File: src/rtl/pm_fixed_pkg.sv
package pm_fixed_pkg;
  localparam int REG_W = 16;
  localparam int BYTE_W = 8;

  localparam logic [REG_W-1:0] STAT_CLEARABLE = 16'h8710;
  localparam logic [REG_W-1:0] ENA_WRITABLE   = 16'h0120;
  localparam logic [REG_W-1:0] SCI_SOURCES    = 16'h0721;
  localparam logic [REG_W-1:0] CNT_DROPPED    = 16'hE003;

  localparam int ACPI_ON_BIT    = 0;
  localparam int PWR_BTN_BIT    = 8;
  localparam int SLEEP_GO_BIT   = 13;
  localparam int SLEEP_KIND_LSB = 10;
  localparam int SLEEP_KIND_W   = 3;
  localparam logic [SLEEP_KIND_W-1:0] SOFT_OFF_KIND = 3'd5;
  localparam int RESTART_BIT    = 2;

  typedef struct packed {
    logic wrStat;
    logic wrEna;
    logic wrCnt;
    logic wrCmd;
    logic wrRst;
  } pmStrobe_t;

  typedef enum logic [2:0] {
    RD_NONE,
    RD_STAT,
    RD_ENA,
    RD_CNT,
    RD_RST
  } pmRdSel_t;
endpackage

File: src/rtl/pm_fixed_ctrl.sv
module pm_fixed_ctrl
  import pm_fixed_pkg::*;
#(
  parameter int ADDR_W = 16,
  parameter logic [ADDR_W-1:0] EVT_BASE = 16'h0400,
  parameter logic [ADDR_W-1:0] CNT_BASE = 16'h0404,
  parameter logic [ADDR_W-1:0] SMI_PORT = 16'h00B2,
  parameter logic [ADDR_W-1:0] RST_PORT = 16'h0CF9
) (
  input  logic [ADDR_W-1:0] busAddr,
  input  logic              busWr,
  input  logic              busRd,
  input  logic [2:0]        busBytes,
  output pmStrobe_t         stb,
  output pmRdSel_t          rdSel
);
  localparam logic [ADDR_W-1:0] ENA_ADDR = ADDR_W'(EVT_BASE + 2);

  logic wide, narrow;
  logic hitStat, hitEna, hitCnt, hitCmd, hitRst;

  always_comb begin
    wide    = (busBytes == 3'd2);
    narrow  = (busBytes == 3'd1);
    hitStat = (busAddr == EVT_BASE);
    hitEna  = (busAddr == ENA_ADDR);
    hitCnt  = (busAddr == CNT_BASE);
    hitCmd  = (busAddr == SMI_PORT);
    hitRst  = (busAddr == RST_PORT);
  end

  always_comb begin
    stb.wrStat = busWr & hitStat & wide;
    stb.wrEna  = busWr & hitEna & wide;
    stb.wrCnt  = busWr & hitCnt & wide;
    stb.wrCmd  = busWr & hitCmd & narrow;
    stb.wrRst  = busWr & hitRst & narrow;
  end

  always_comb begin
    rdSel = RD_NONE;
    if (busRd) begin
      if (hitStat && wide)     rdSel = RD_STAT;
      else if (hitEna && wide) rdSel = RD_ENA;
      else if (hitCnt && wide) rdSel = RD_CNT;
      else if (hitRst && narrow) rdSel = RD_RST;
    end
  end
endmodule

File: src/rtl/pm_fixed_dp.sv
module pm_fixed_dp
  import pm_fixed_pkg::*;
#(
  parameter logic [BYTE_W-1:0] CMD_ON  = 8'hA0,
  parameter logic [BYTE_W-1:0] CMD_OFF = 8'hA1
) (
  input  logic              clk,
  input  logic              rstN,
  input  pmStrobe_t         stb,
  input  logic [REG_W-1:0]  wrData,
  input  logic              pwrBtnEvt,
  output logic [REG_W-1:0]  statQ,
  output logic [REG_W-1:0]  enaQ,
  output logic [REG_W-1:0]  cntQ,
  output logic [BYTE_W-1:0] rstByteQ,
  output logic              sciOut,
  output logic              powerOffReq,
  output logic              sysResetReq
);
  logic [REG_W-1:0] clearMask;
  logic [REG_W-1:0] statNext;
  logic [REG_W-1:0] cntNext;
  logic [REG_W-1:0] pending;
  logic             btnSet;
  logic             offHit;

  assign btnSet = pwrBtnEvt & cntQ[ACPI_ON_BIT];

  // per-bit status update: clearable bits obey write-one-to-clear
  for (genvar i = 0; i < REG_W; i++) begin : g_stat
    if (STAT_CLEARABLE[i]) begin : g_clr
      assign clearMask[i] = stb.wrStat & wrData[i];
    end else begin : g_keep
      assign clearMask[i] = 1'b0;
    end
    if (i == PWR_BTN_BIT) begin : g_btn
      assign statNext[i] = btnSet | (statQ[i] & ~clearMask[i]);
    end else begin : g_plain
      assign statNext[i] = statQ[i] & ~clearMask[i];
    end
  end

  always_comb begin
    cntNext = cntQ;
    if (stb.wrCnt) begin
      cntNext = (cntQ & (REG_W'(1) << ACPI_ON_BIT)) | (wrData & ~CNT_DROPPED);
    end else if (stb.wrCmd) begin
      if (wrData[BYTE_W-1:0] == CMD_ON)       cntNext[ACPI_ON_BIT] = 1'b1;
      else if (wrData[BYTE_W-1:0] == CMD_OFF) cntNext[ACPI_ON_BIT] = 1'b0;
    end
  end

  assign offHit = stb.wrCnt & wrData[SLEEP_GO_BIT] &
                  (wrData[SLEEP_KIND_LSB +: SLEEP_KIND_W] == SOFT_OFF_KIND);

  always_ff @(posedge clk) begin
    if (!rstN) begin
      statQ       <= '0;
      enaQ        <= '0;
      cntQ        <= '0;
      rstByteQ    <= '0;
      powerOffReq <= 1'b0;
      sysResetReq <= 1'b0;
    end else begin
      statQ       <= statNext;
      cntQ        <= cntNext;
      if (stb.wrEna) enaQ <= wrData & ENA_WRITABLE;
      if (stb.wrRst) rstByteQ <= wrData[BYTE_W-1:0];
      powerOffReq <= offHit;
      sysResetReq <= stb.wrRst & wrData[RESTART_BIT];
    end
  end

  assign pending = statQ & enaQ & SCI_SOURCES;
  assign sciOut  = |pending;
endmodule

File: src/rtl/pm_fixed_regs.sv
module pm_fixed_regs
  import pm_fixed_pkg::*;
#(
  parameter int ADDR_W = 16,
  parameter logic [ADDR_W-1:0] EVT_BASE = 16'h0400,
  parameter logic [ADDR_W-1:0] CNT_BASE = 16'h0404,
  parameter logic [ADDR_W-1:0] SMI_PORT = 16'h00B2,
  parameter logic [ADDR_W-1:0] RST_PORT = 16'h0CF9,
  parameter logic [7:0] CMD_ON  = 8'hA0,
  parameter logic [7:0] CMD_OFF = 8'hA1
) (
  input  logic              clk,
  input  logic              rstN,
  input  logic [ADDR_W-1:0] busAddr,
  input  logic              busWr,
  input  logic              busRd,
  input  logic [2:0]        busBytes,
  input  logic [15:0]       busWrData,
  output logic [15:0]       busRdData,
  input  logic              pwrBtnEvt,
  output logic              sciOut,
  output logic              powerOffReq,
  output logic              sysResetReq
);
  pmStrobe_t         stb;
  pmRdSel_t          rdSel;
  logic [REG_W-1:0]  statQ, enaQ, cntQ;
  logic [BYTE_W-1:0] rstByteQ;

  pm_fixed_ctrl #(
    .ADDR_W(ADDR_W), .EVT_BASE(EVT_BASE), .CNT_BASE(CNT_BASE),
    .SMI_PORT(SMI_PORT), .RST_PORT(RST_PORT)
  ) u_ctrl (
    .busAddr(busAddr), .busWr(busWr), .busRd(busRd), .busBytes(busBytes),
    .stb(stb), .rdSel(rdSel)
  );

  pm_fixed_dp #(.CMD_ON(CMD_ON), .CMD_OFF(CMD_OFF)) u_dp (
    .clk(clk), .rstN(rstN), .stb(stb), .wrData(busWrData),
    .pwrBtnEvt(pwrBtnEvt), .statQ(statQ), .enaQ(enaQ), .cntQ(cntQ),
    .rstByteQ(rstByteQ), .sciOut(sciOut), .powerOffReq(powerOffReq),
    .sysResetReq(sysResetReq)
  );

  always_comb begin
    case (rdSel)
      RD_STAT: busRdData = statQ;
      RD_ENA:  busRdData = enaQ;
      RD_CNT:  busRdData = cntQ;
      RD_RST:  busRdData = {{(REG_W-BYTE_W){1'b0}}, rstByteQ};
      default: busRdData = '1;
    endcase
  end
endmodule

File: config.mk
export PLATFORM = sky130hd
export DESIGN_NAME = pm_fixed_regs
export DESIGN_NICKNAME = d
export VERILOG_FILES = /design/src/rtl/pm_fixed_pkg.sv /design/src/rtl/pm_fixed_ctrl.sv /design/src/rtl/pm_fixed_dp.sv /design/src/rtl/pm_fixed_regs.sv
export SDC_FILE = /design/constraint.sdc
export NUM_CORES = 1
export LEC_CHECK = 0
export CAP_MARGIN = 5
export CORE_ASPECT_RATIO = 0.9
export CORE_UTILIZATION = 30
export CTS_CLUSTER_SIZE = 30
export DETAILED_ROUTE_END_ITERATION = 10
export PLACE_DENSITY = 0.52
export REMOVE_ABC_BUFFERS = 1
export SETUP_SLACK_MARGIN = 0.3
export SLEW_MARGIN = 10
export SYNTH_ARGS = -nofsm -noshare
export SYNTH_HDL_FRONTEND = slang
export SYNTH_HIERARCHICAL = 1
export SYNTH_SLANG_ARGS = --single-unit
File: constraint.sdc
create_clock -name clk -period 4.36 [get_ports clk]
set_input_delay 1.308 -clock clk [delete_from_list [all_inputs] [get_ports clk]]
set_output_delay 1.308 -clock clk [all_outputs]
set_load 0.05 [all_outputs]
Word level (Yosys, flattened, before mapping)
Index checks and enable logic that the tools add are counted.

Output and inout port bits: 19. Input bits: 40. Bits in registers: 33.

Equal/unequal tests: 14. Multiplexer cells: 10. Bitwise gates (word level): 32. Reductions and logical operators: 8.

Operator list (number): 16-bit case mux with 4 select lines (1); 16-bit by 11-bit equality test with 1-bit output, second input constant (3); 1-bit AND (24); 16-bit by 12-bit equality test with 1-bit output, second input constant (1); 16-bit by 8-bit equality test with 1-bit output, second input constant (1); 8-bit equality test, second input constant (2); 3-bit 2-to-1 mux (5); 1-bit by 13-bit OR with 13-bit output (1); 11-bit by 9-bit AND with 11-bit output (1); 3-bit by 2-bit equality test with 1-bit output, second input constant (3); 3-bit by 1-bit equality test with 1-bit output, second input constant (2); 3-bit equality test, second input constant (2); 1-bit NOT (5); 5-bit OR reduction (1); 1-bit logical AND (4); 1-bit 2-to-1 mux (4); 3-bit nonzero test (1); 2-bit AND reduction (1); 2-bit nonzero test (1); 1-bit OR (1).

Logic depth before layout (Yosys ltp)
Gate-level depths: netlist of run 1.

Word-level depth: 9. Mapped depth: 8.

Modules after synthesis
Netlist of run 1, hierarchy kept.

By module, submodules not included: pm_fixed_dp (sequential area each 580.6 um^2, cells an instance 127, instances 1, area each 1293.7 um^2); pm_fixed_regs (sequential area each 0.0 um^2, cells an instance 70, instances 1, area each 578.1 um^2); pm_fixed_ctrl (sequential area each 0.0 um^2, cells an instance 28, instances 1, area each 188.9 um^2).

Worst setup path after synthesis of run 1
OpenSTA, ideal clock, no wires.

Kind: input-to-output. Start: input port busAddr[12]. End: output port busRdData[0]. Setup slack: -591 ps. Required time: 3052 ps. Stages: 8. Arrival: 3643 ps. Cells stage by stage: nor4_4 -> and3_2 -> and3_1 -> buf_4 -> nor2b_1 -> buf_6 -> buf_6 -> a221oi_1.

Longest elaborated chain between the ends: 9. Elaborated cells between the ends (all ways): 18. Those cells by class: eq/ne: 8; mux: 6; reduce/logical: 4.

Ends and longest elaborated chain: start: declaration (RTL line pm_fixed_regs.sv:14) `input logic [ADDR_W-1:0] busAddr,`; 16-bit by 12-bit equality test with 1-bit output (RTL line pm_fixed_ctrl.sv:29) `hitRst = (busAddr == RST_PORT);`; 1-bit logical AND (RTL line pm_fixed_ctrl.sv:46) `else if (hitRst && narrow) rdSel = RD_RST;`; 3-bit 2-to-1 mux (RTL line pm_fixed_ctrl.sv:46); 3-bit 2-to-1 mux (RTL line pm_fixed_ctrl.sv:45) `else if (hitCnt && wide) rdSel = RD_CNT;`; 3-bit 2-to-1 mux (RTL line pm_fixed_ctrl.sv:44) `else if (hitEna && wide) rdSel = RD_ENA;`; 3-bit 2-to-1 mux * (RTL line pm_fixed_ctrl.sv:43) `if (hitStat && wide) rdSel = RD_STAT;`; 3-bit 2-to-1 mux * (RTL line pm_fixed_ctrl.sv:42) `if (busRd) begin`; net rdSel[2] (RTL line pm_fixed_regs.sv:26) `pmRdSel_t rdSel;`; 3-bit equality test (tied with other cells) (RTL line pm_fixed_regs.sv:46) `case (rdSel)`; 16-bit case mux with 4 select lines * (RTL line pm_fixed_regs.sv:46); end: declaration (RTL line pm_fixed_regs.sv:19) `output logic [15:0] busRdData,`.

Mark *: on every way through the listed nets, which the timed path passes. The rest lies on a longest branch.

Worst setup path in the final report of run 1
Start: input port busAddr[14]. End: output port busRdData[0].

Elaborated cells between the ends (all ways): 18. Those cells by class: eq/ne: 8; mux: 6; reduce/logical: 4.

RTL lines: 16-bit by 11-bit equality test with 1-bit output (RTL line pm_fixed_ctrl.sv:27) `hitCnt = (busAddr == CNT_BASE);`; 1-bit logical AND (RTL line pm_fixed_ctrl.sv:45); 3-bit 2-to-1 mux (RTL line pm_fixed_ctrl.sv:45); 3-bit 2-to-1 mux (RTL line pm_fixed_ctrl.sv:44); 3-bit 2-to-1 mux * (RTL line pm_fixed_ctrl.sv:43); 3-bit 2-to-1 mux * (RTL line pm_fixed_ctrl.sv:42); net rdSel[1] (RTL line pm_fixed_regs.sv:26); 3-bit equality test (tied with other cells) (RTL line pm_fixed_regs.sv:46); 16-bit case mux with 4 select lines * (RTL line pm_fixed_regs.sv:46).

Marks and branches as above.

==> out/metrics.cfg, run 1 <==
[floorplan]
dieArea_um2=7210
initial_core_util=0.311
core_area_um2=6620
io_pins=59
rows=28
die_h_um=80.6
die_width_um=89.4

[sta]
hold_violations=0
finalMaxSlewViolations=0
worst_pin_slew_ns=0.947
min_period_over_period=1.01
worst_slack_ns=-0.0603
finalCriticalPeriod_ns=4.42
hold_ws_ns=0.434
maxSlewHeadroom=0.367
fmax_mhz=226
skew_ns=0.0000928
rsz0062_at_grt=true
setup_viol=11

[worst_setup_path]
arrival_ns=3.11
crit_path_cell_trace=buf_6 -> nor4_4 -> buf_4 -> nand3_4 -> nor3_4 -> buf_6 -> buf_16 -> mux2i_1 -> a221oi_2 -> buf_6
startpoint_type=input port
cpMaxStageDelayCell=a221oi_2
worstSetupEndpointType=output pin
path_max_fanout=7
max_stage_delay_ns=0.31
cp.required_ns=3.05
path_class=input port to output pin
cp_common_cell=buf_6

[logic_synthesis]
synth-main-ff-cell=dfxtp_1
syn_area_per_cell_um2=9.16
async_flop_share=0
synth.distinct_cells=33
syn_inst=225
synth_seq_cells=29
yosysWarnings=6
yosysSeqAreaShare=0.282
synth_edf_count=0
netlist_area_um2=2060

[grt]
grt_usage=0.193
grt_max_degree=31
overflow=0
grt_pass1_wl_mm=10.3
grt_pass1_vias=2072
antenna_found_initial=0

[clocking]
cts.clk_slew.worst_paths_ns=0.06
cts_buffers=5
htree_levels=2
hold_buffers=0
clk_path_buf_depth=2
cts.sink_count=29
root_buffer=clkbuf_8
insertion_delay_ns=0.28
cts_tree=yes

[run_status]
violations=negative setup slack
outcome=complete, but fails checks

[drt]
dr_wl_met3_um=242
drt-vias-per-instance=4.57
routed_wirelength_mm=6.58
ant_nets=0
drc=0
highest_layer=met4
drtIter0Drc=87
dr.pass1.iters=4
dr_wl_met2_mm=3.21
via_count=2006
wire_per_inst_um=15.0
wl_met1_mm=2.97

[job]
cap_viol_max_count=0

[cells_and_area]
fill_cells=557
final_cells=439
antenna_cells=0
layout_common_cells=54 x buf_4, 32 x mux2i_1, 31 x buf_6
area_growth_pct=78.3
drive_gt1_frac=0.441
mostFrequentLayoutCell=buf_4
nets=388

[hold_path]
worstHoldPathType=flip-flop to flip-flop

[place]
dp_hpwl_mm=3.54
gp_congestion=0.722
dp_cells=377
port_buffers=57

[pwr]
power_mw=0.567
power_density_nw_per_um2=154
leakage_nw=1.38
peakVddDrop_v=0.0000990

## synth_stat cells (2+ instances only)
master    instances  area share
nand2_1           7       0.013
nand3b_1          2      0.0073
and3_1            3      0.0091
mux2i_1          38        0.18
buf_4            31        0.11
a21oi_1           4      0.0097
a221oi_1         16       0.068
nor2_1           11       0.020
nand4_1           2      0.0061
clkbuf_1          3      0.0055
nor4_1            5       0.015
nor4b_1           8       0.034
buf_6             5       0.027
nand4b_1          2      0.0085
nand3_1           4      0.0097
dfxtp_1          29        0.28
nor3_1            5       0.012
nor2b_1          32       0.097
buf_2             4      0.0097
## flip-flops by register name, summed over array words and instances, names as in the netlist
register	count
u_dp/rstByteQ	8
u_dp/powerOffReq	1
u_dp/enaQ	2
u_dp/sysResetReq	1
u_dp/cntQ	12
u_dp/statQ	5
## cell families (layout without fill, tap and decap cells)
| kind of cell | count (synthesis) | count (layout) | synth area share |
|---|---|---|---|
| other cells | 1 | 29 | 0.00182 |
| compound gates | 21 | 21 | 0.0814 |
| buf+inv | 44 | 140 | 0.165 |
| flops | 29 | 29 | 0.282 |
| mux | 38 | 38 | 0.185 |
| simple gates | 91 | 91 | 0.281 |
| xor+xnor | 1 | 1 | 0.00425 |
## worst max-delay path: cells and delay by family
kind                   cells  cell delay, ns
buffers and inverters      5            0.78
AND/OR/NAND/NOR            3            0.62
multiplexers               1            0.10
AO/OA/AOI/OAI              1            0.31
## final cells by class
class | instances | area [µm²] | area share
multi-input cells | 180 | 1600 | 0.435
repair buffers | 132 | 1300 | 0.355
flip-flops and latches | 29 | 581 | 0.158
well taps | 90 | 113 | 0.0306
clock buffers | 8 | 80.1 | 0.0218
## routing by layer
metal | vias to the layer above | global-route usage
li1 | 1008 | -
met1 | 931 | 0.235
met2 | 52 | 0.327
met3 | 15 | 0.0452
met4 | 0 | 0.0730
met5 | - | 0
## where the power goes
group	internal [mW]	switching, mW	total, mW
combinational	0.0518	0.0370	0.0888
clock	0.113	0.100	0.214
sequential	0.265	0.000000144	0.265
## worst paths after layout
check	start	endpoint	slack [ns]	cells after the start
setup / recovery	busAddr[14]	busRdData[0]	-0.06	10
hold / removal	u_dp/statQ[10]	u_dp/statQ[10]	0.43	2
hold reg to reg	u_dp/statQ[10]	u_dp/statQ[10]	0.43	2
setup reg to reg	u_dp/cntQ[0]	u_dp/statQ[8]	3.68	2
## per-stage QoR
| stage | util | TNS (ns) | cell area, µm² | setup WS (ns) |
|---|---|---|---|---|
| after detailed placement | 0.400 | -6.00 | 2650 | -0.431 |
| after floorplan | - | -43.29 | 1830 | -2.73 |
| after global placement | 0.400 | -6.14 | 2650 | -0.423 |
| after CTS | 0.543 | 0 | 3600 | 0.0477 |
| after global routing | 0.555 | -1.88 | 3670 | -0.149 |
| final | 0.555 | -0.367 | 3670 | -0.0603 |
## timing repair
item	CTS	global route
pin swaps	30	9
cloned	3	0
gates resized for setup	136	10
setup buffers	48	3
endpoints found under the setup margin	16	17
Power figures use the tool's default switching activity.
==> run 2, diff against run 1 <==
- CORE_MARGIN: not set -> 2
- SLEW_MARGIN: 10 -> 20
==> run 2 against run 1 <==
The flow now finishes without violations. Register-to-register slack about the same. Clock-buffer cell count fell by 2. Global-route usage is 2.8 points lower. Final area decreased by 4.6%. Clock skew increased by 0.0029 ns. Flip-flop and latch count unchanged. First-iteration DRC count down 30%. Largest cell class unchanged.
==> out/metrics.cfg, run 2 (synthesis gave the netlist of run 1 again) <==
[floorplan]
die_width_um=91.4  ; +2.2%
core_area_um2=6620  ; unchanged
die_h_um=82.6  ; +2.5%
rows=28  ; unchanged
io_pins=59  ; unchanged
initial_core_util=0.311  ; unchanged
dieArea_um2=7550  ; +4.8%

[place]
pre_cts_slack_ns=-0.556  ; -0.125 ns
dpl_cell_area_um2=2680  ; +1.2%
gp_congestion=0.734  ; +1.8%
dp_hpwl_mm=3.76  ; +6.2%
port_buffers=57  ; unchanged

[cells_and_area]
reg.largest.list=u_dp/cntQ (12), u_dp/rstByteQ (8), u_dp/statQ (5)
layout_common_cells=35 x buf_6, 30 x mux2i_1, 29 x buf_4, 29 x conb_1, 29 x dfxtp_1
design_area_um2=3510  ; -4.6%
top_register=u_dp/cntQ
mostFrequentLayoutCell=buf_6
nets=366  ; -5.7%
final_core_util=0.530  ; -0.0253
drive_gt1_frac=0.431  ; -0.0101
antenna_cells=0  ; unchanged
area_growth_pct=70.2
largest_reg_flops=12  ; unchanged

[drt]
via_count=1853  ; -7.6%
wire_per_inst_um=14.0  ; -6.8%
routed_wirelength_mm=5.82  ; -12%
drt-vias-per-instance=4.44  ; -2.8%
drc=0  ; unchanged
drtIter0Drc=61  ; -30%
ant_nets=0  ; unchanged
dr.pass1.iters=4  ; unchanged

[pwr]
power_density_nw_per_um2=160  ; +3.7%
p_int_mw=0.421  ; -2.0%
p_sw_mw=0.140  ; +2.0%
power.share.clock=0.385  ; +0.009
peakVddDrop_v=0.000124  ; +25%
p_comb_frac=0.143  ; -0.014
leakage_nw=1.28  ; -7.4%
seqPwrFrac=0.472  ; +0.005
switching_share=0.250  ; +0.00751

[sta]
fmax_mhz=230  ; +1.7%
skew_ns=0.00298  ; +0.00289 ns
worst_slack_ns=0.0146  ; +0.0749 ns
worst_pin_slew_ns=0.965  ; +0.0178 ns
maxSlewHeadroom=0.355  ; -0.0119
finalCriticalPeriod_ns=4.35  ; -0.0749 ns
min_period_over_period=0.997  ; -0.0172
fin_tns_setup_ns=0  ; +0.367 ns
hold_ws_ns=0.431  ; -0.00256 ns
rsz0062_at_grt=true
finalMaxSlewViolations=0  ; unchanged
hold_violations=0  ; unchanged
setup_viol=0  ; -11

[grt]
grt_pass1_wl_mm=9.73  ; -5.5%
antenna_found_initial=0  ; unchanged
grt_pass1_vias=1907  ; -8.0%
overflow=0  ; unchanged
grt_max_degree=31  ; unchanged
grt_usage=0.166  ; -0.0277

[worst_setup_path]
crit_path_cell_trace=buf_6 -> nor4_4 -> nand3_4 -> nor3_4 -> buf_6 -> buf_8 -> buf_6 -> mux2i_4 -> a221oi_2 -> buf_6
regToRegSetupSlack_ns=3.67  ; about the same
path_buf_inv=5  ; unchanged
startpoint=busAddr[15]
arrival_ns=3.04  ; -0.07 ns
cp.required_ns=3.05  ; about the same
path_max_fanout=8  ; +1
max_stage_delay_ns=0.34  ; +0.03 ns
cp_common_cell=buf_6
path_class=input port to output pin
worstSetupEndpointType=output pin
r2r_start=u_dp/cntQ[0]
cpMaxStageDelayCell=nor4_4
critPathTopFamily=buffers and inverters
startpoint_type=input port

[clocking]
cts_tree=yes
root_buffer=clkbuf_8
cts.clk_slew.worst_paths_ns=0.07  ; about the same
insertion_delay_ns=0.28  ; about the same
hold_buffers=0  ; unchanged
cts.sink_count=29  ; unchanged
clk_path_buf_depth=2  ; unchanged
htree_levels=2  ; unchanged
cts_buffers=5  ; unchanged

[hold_path]
worstHoldPathType=flip-flop to flip-flop
min_from=u_dp/statQ[4]

[job]
cap_viol_max_count=0  ; unchanged

[run_status]
outcome=complete, no violations

==> run 2: final timing paths <==
check	to	cells past startpoint
setup / recovery	busRdData[15]	10
hold / removal	u_dp/statQ[4]	2
setup reg to reg	u_dp/statQ[8]	2
hold reg to reg	u_dp/statQ[4]	2
==> run 2: metal layers <==
metal,GRT usage,share of wire,vias up
li1,-,-,962
met1,0.211,0.46,851
met2,0.285,0.49,35
met3,0.0363,0.042,5
met4,0.0500,0.0088,0
met5,0,0,-
==> run 2: layout make-up <==
| type | instances | area, µm² |
|---|---|---|
| flip-flops and latches | 29 | 581 |
| clock inverters | 2 | 10.0 |
| clock buffers | 6 | 72.6 |
| fillers | 581 | 3110 |
| multi-input cells | 180 | 1610 |
| repair buffers | 110 | 1120 |
| well taps | 90 | 113 |
==> run 2: worst min-delay path: cells and delay by family (launching register included) <==
kind	cells	cell delay (ns)
AO/OA/AOI/OAI	1	0.03
AND/OR/NAND/NOR	1	0.05
flip-flops	1	0.31
==> run 2: through the flow <==
stage	cells	power, mW
detailed placement	383	0.340
global route	417	0.589
floorplan	209	0.287
finish	417	0.561
CTS	414	0.567
global placement	383	0.339
==> run 2: power by group through the flow <==
| stage | registers, mW | logic, mW | clock network [mW] |
|---|---|---|---|
| floorplan | 0.271 | 0.0160 | 0 |
| global placement | 0.271 | 0.0686 | 0 |
| detailed placement | 0.271 | 0.0687 | 0 |
| CTS | 0.265 | 0.0757 | 0.227 |
| global route | 0.265 | 0.0872 | 0.237 |
| finish | 0.265 | 0.0805 | 0.216 |
==> run 2: timing repair <==
action | in CTS | in global routing
pin swaps | 28 | 12
buffers inserted | 21 | 3
setup endpoints to repair | 16 | 16
gates cloned | 2 | 0
resized for setup | 148 | 15
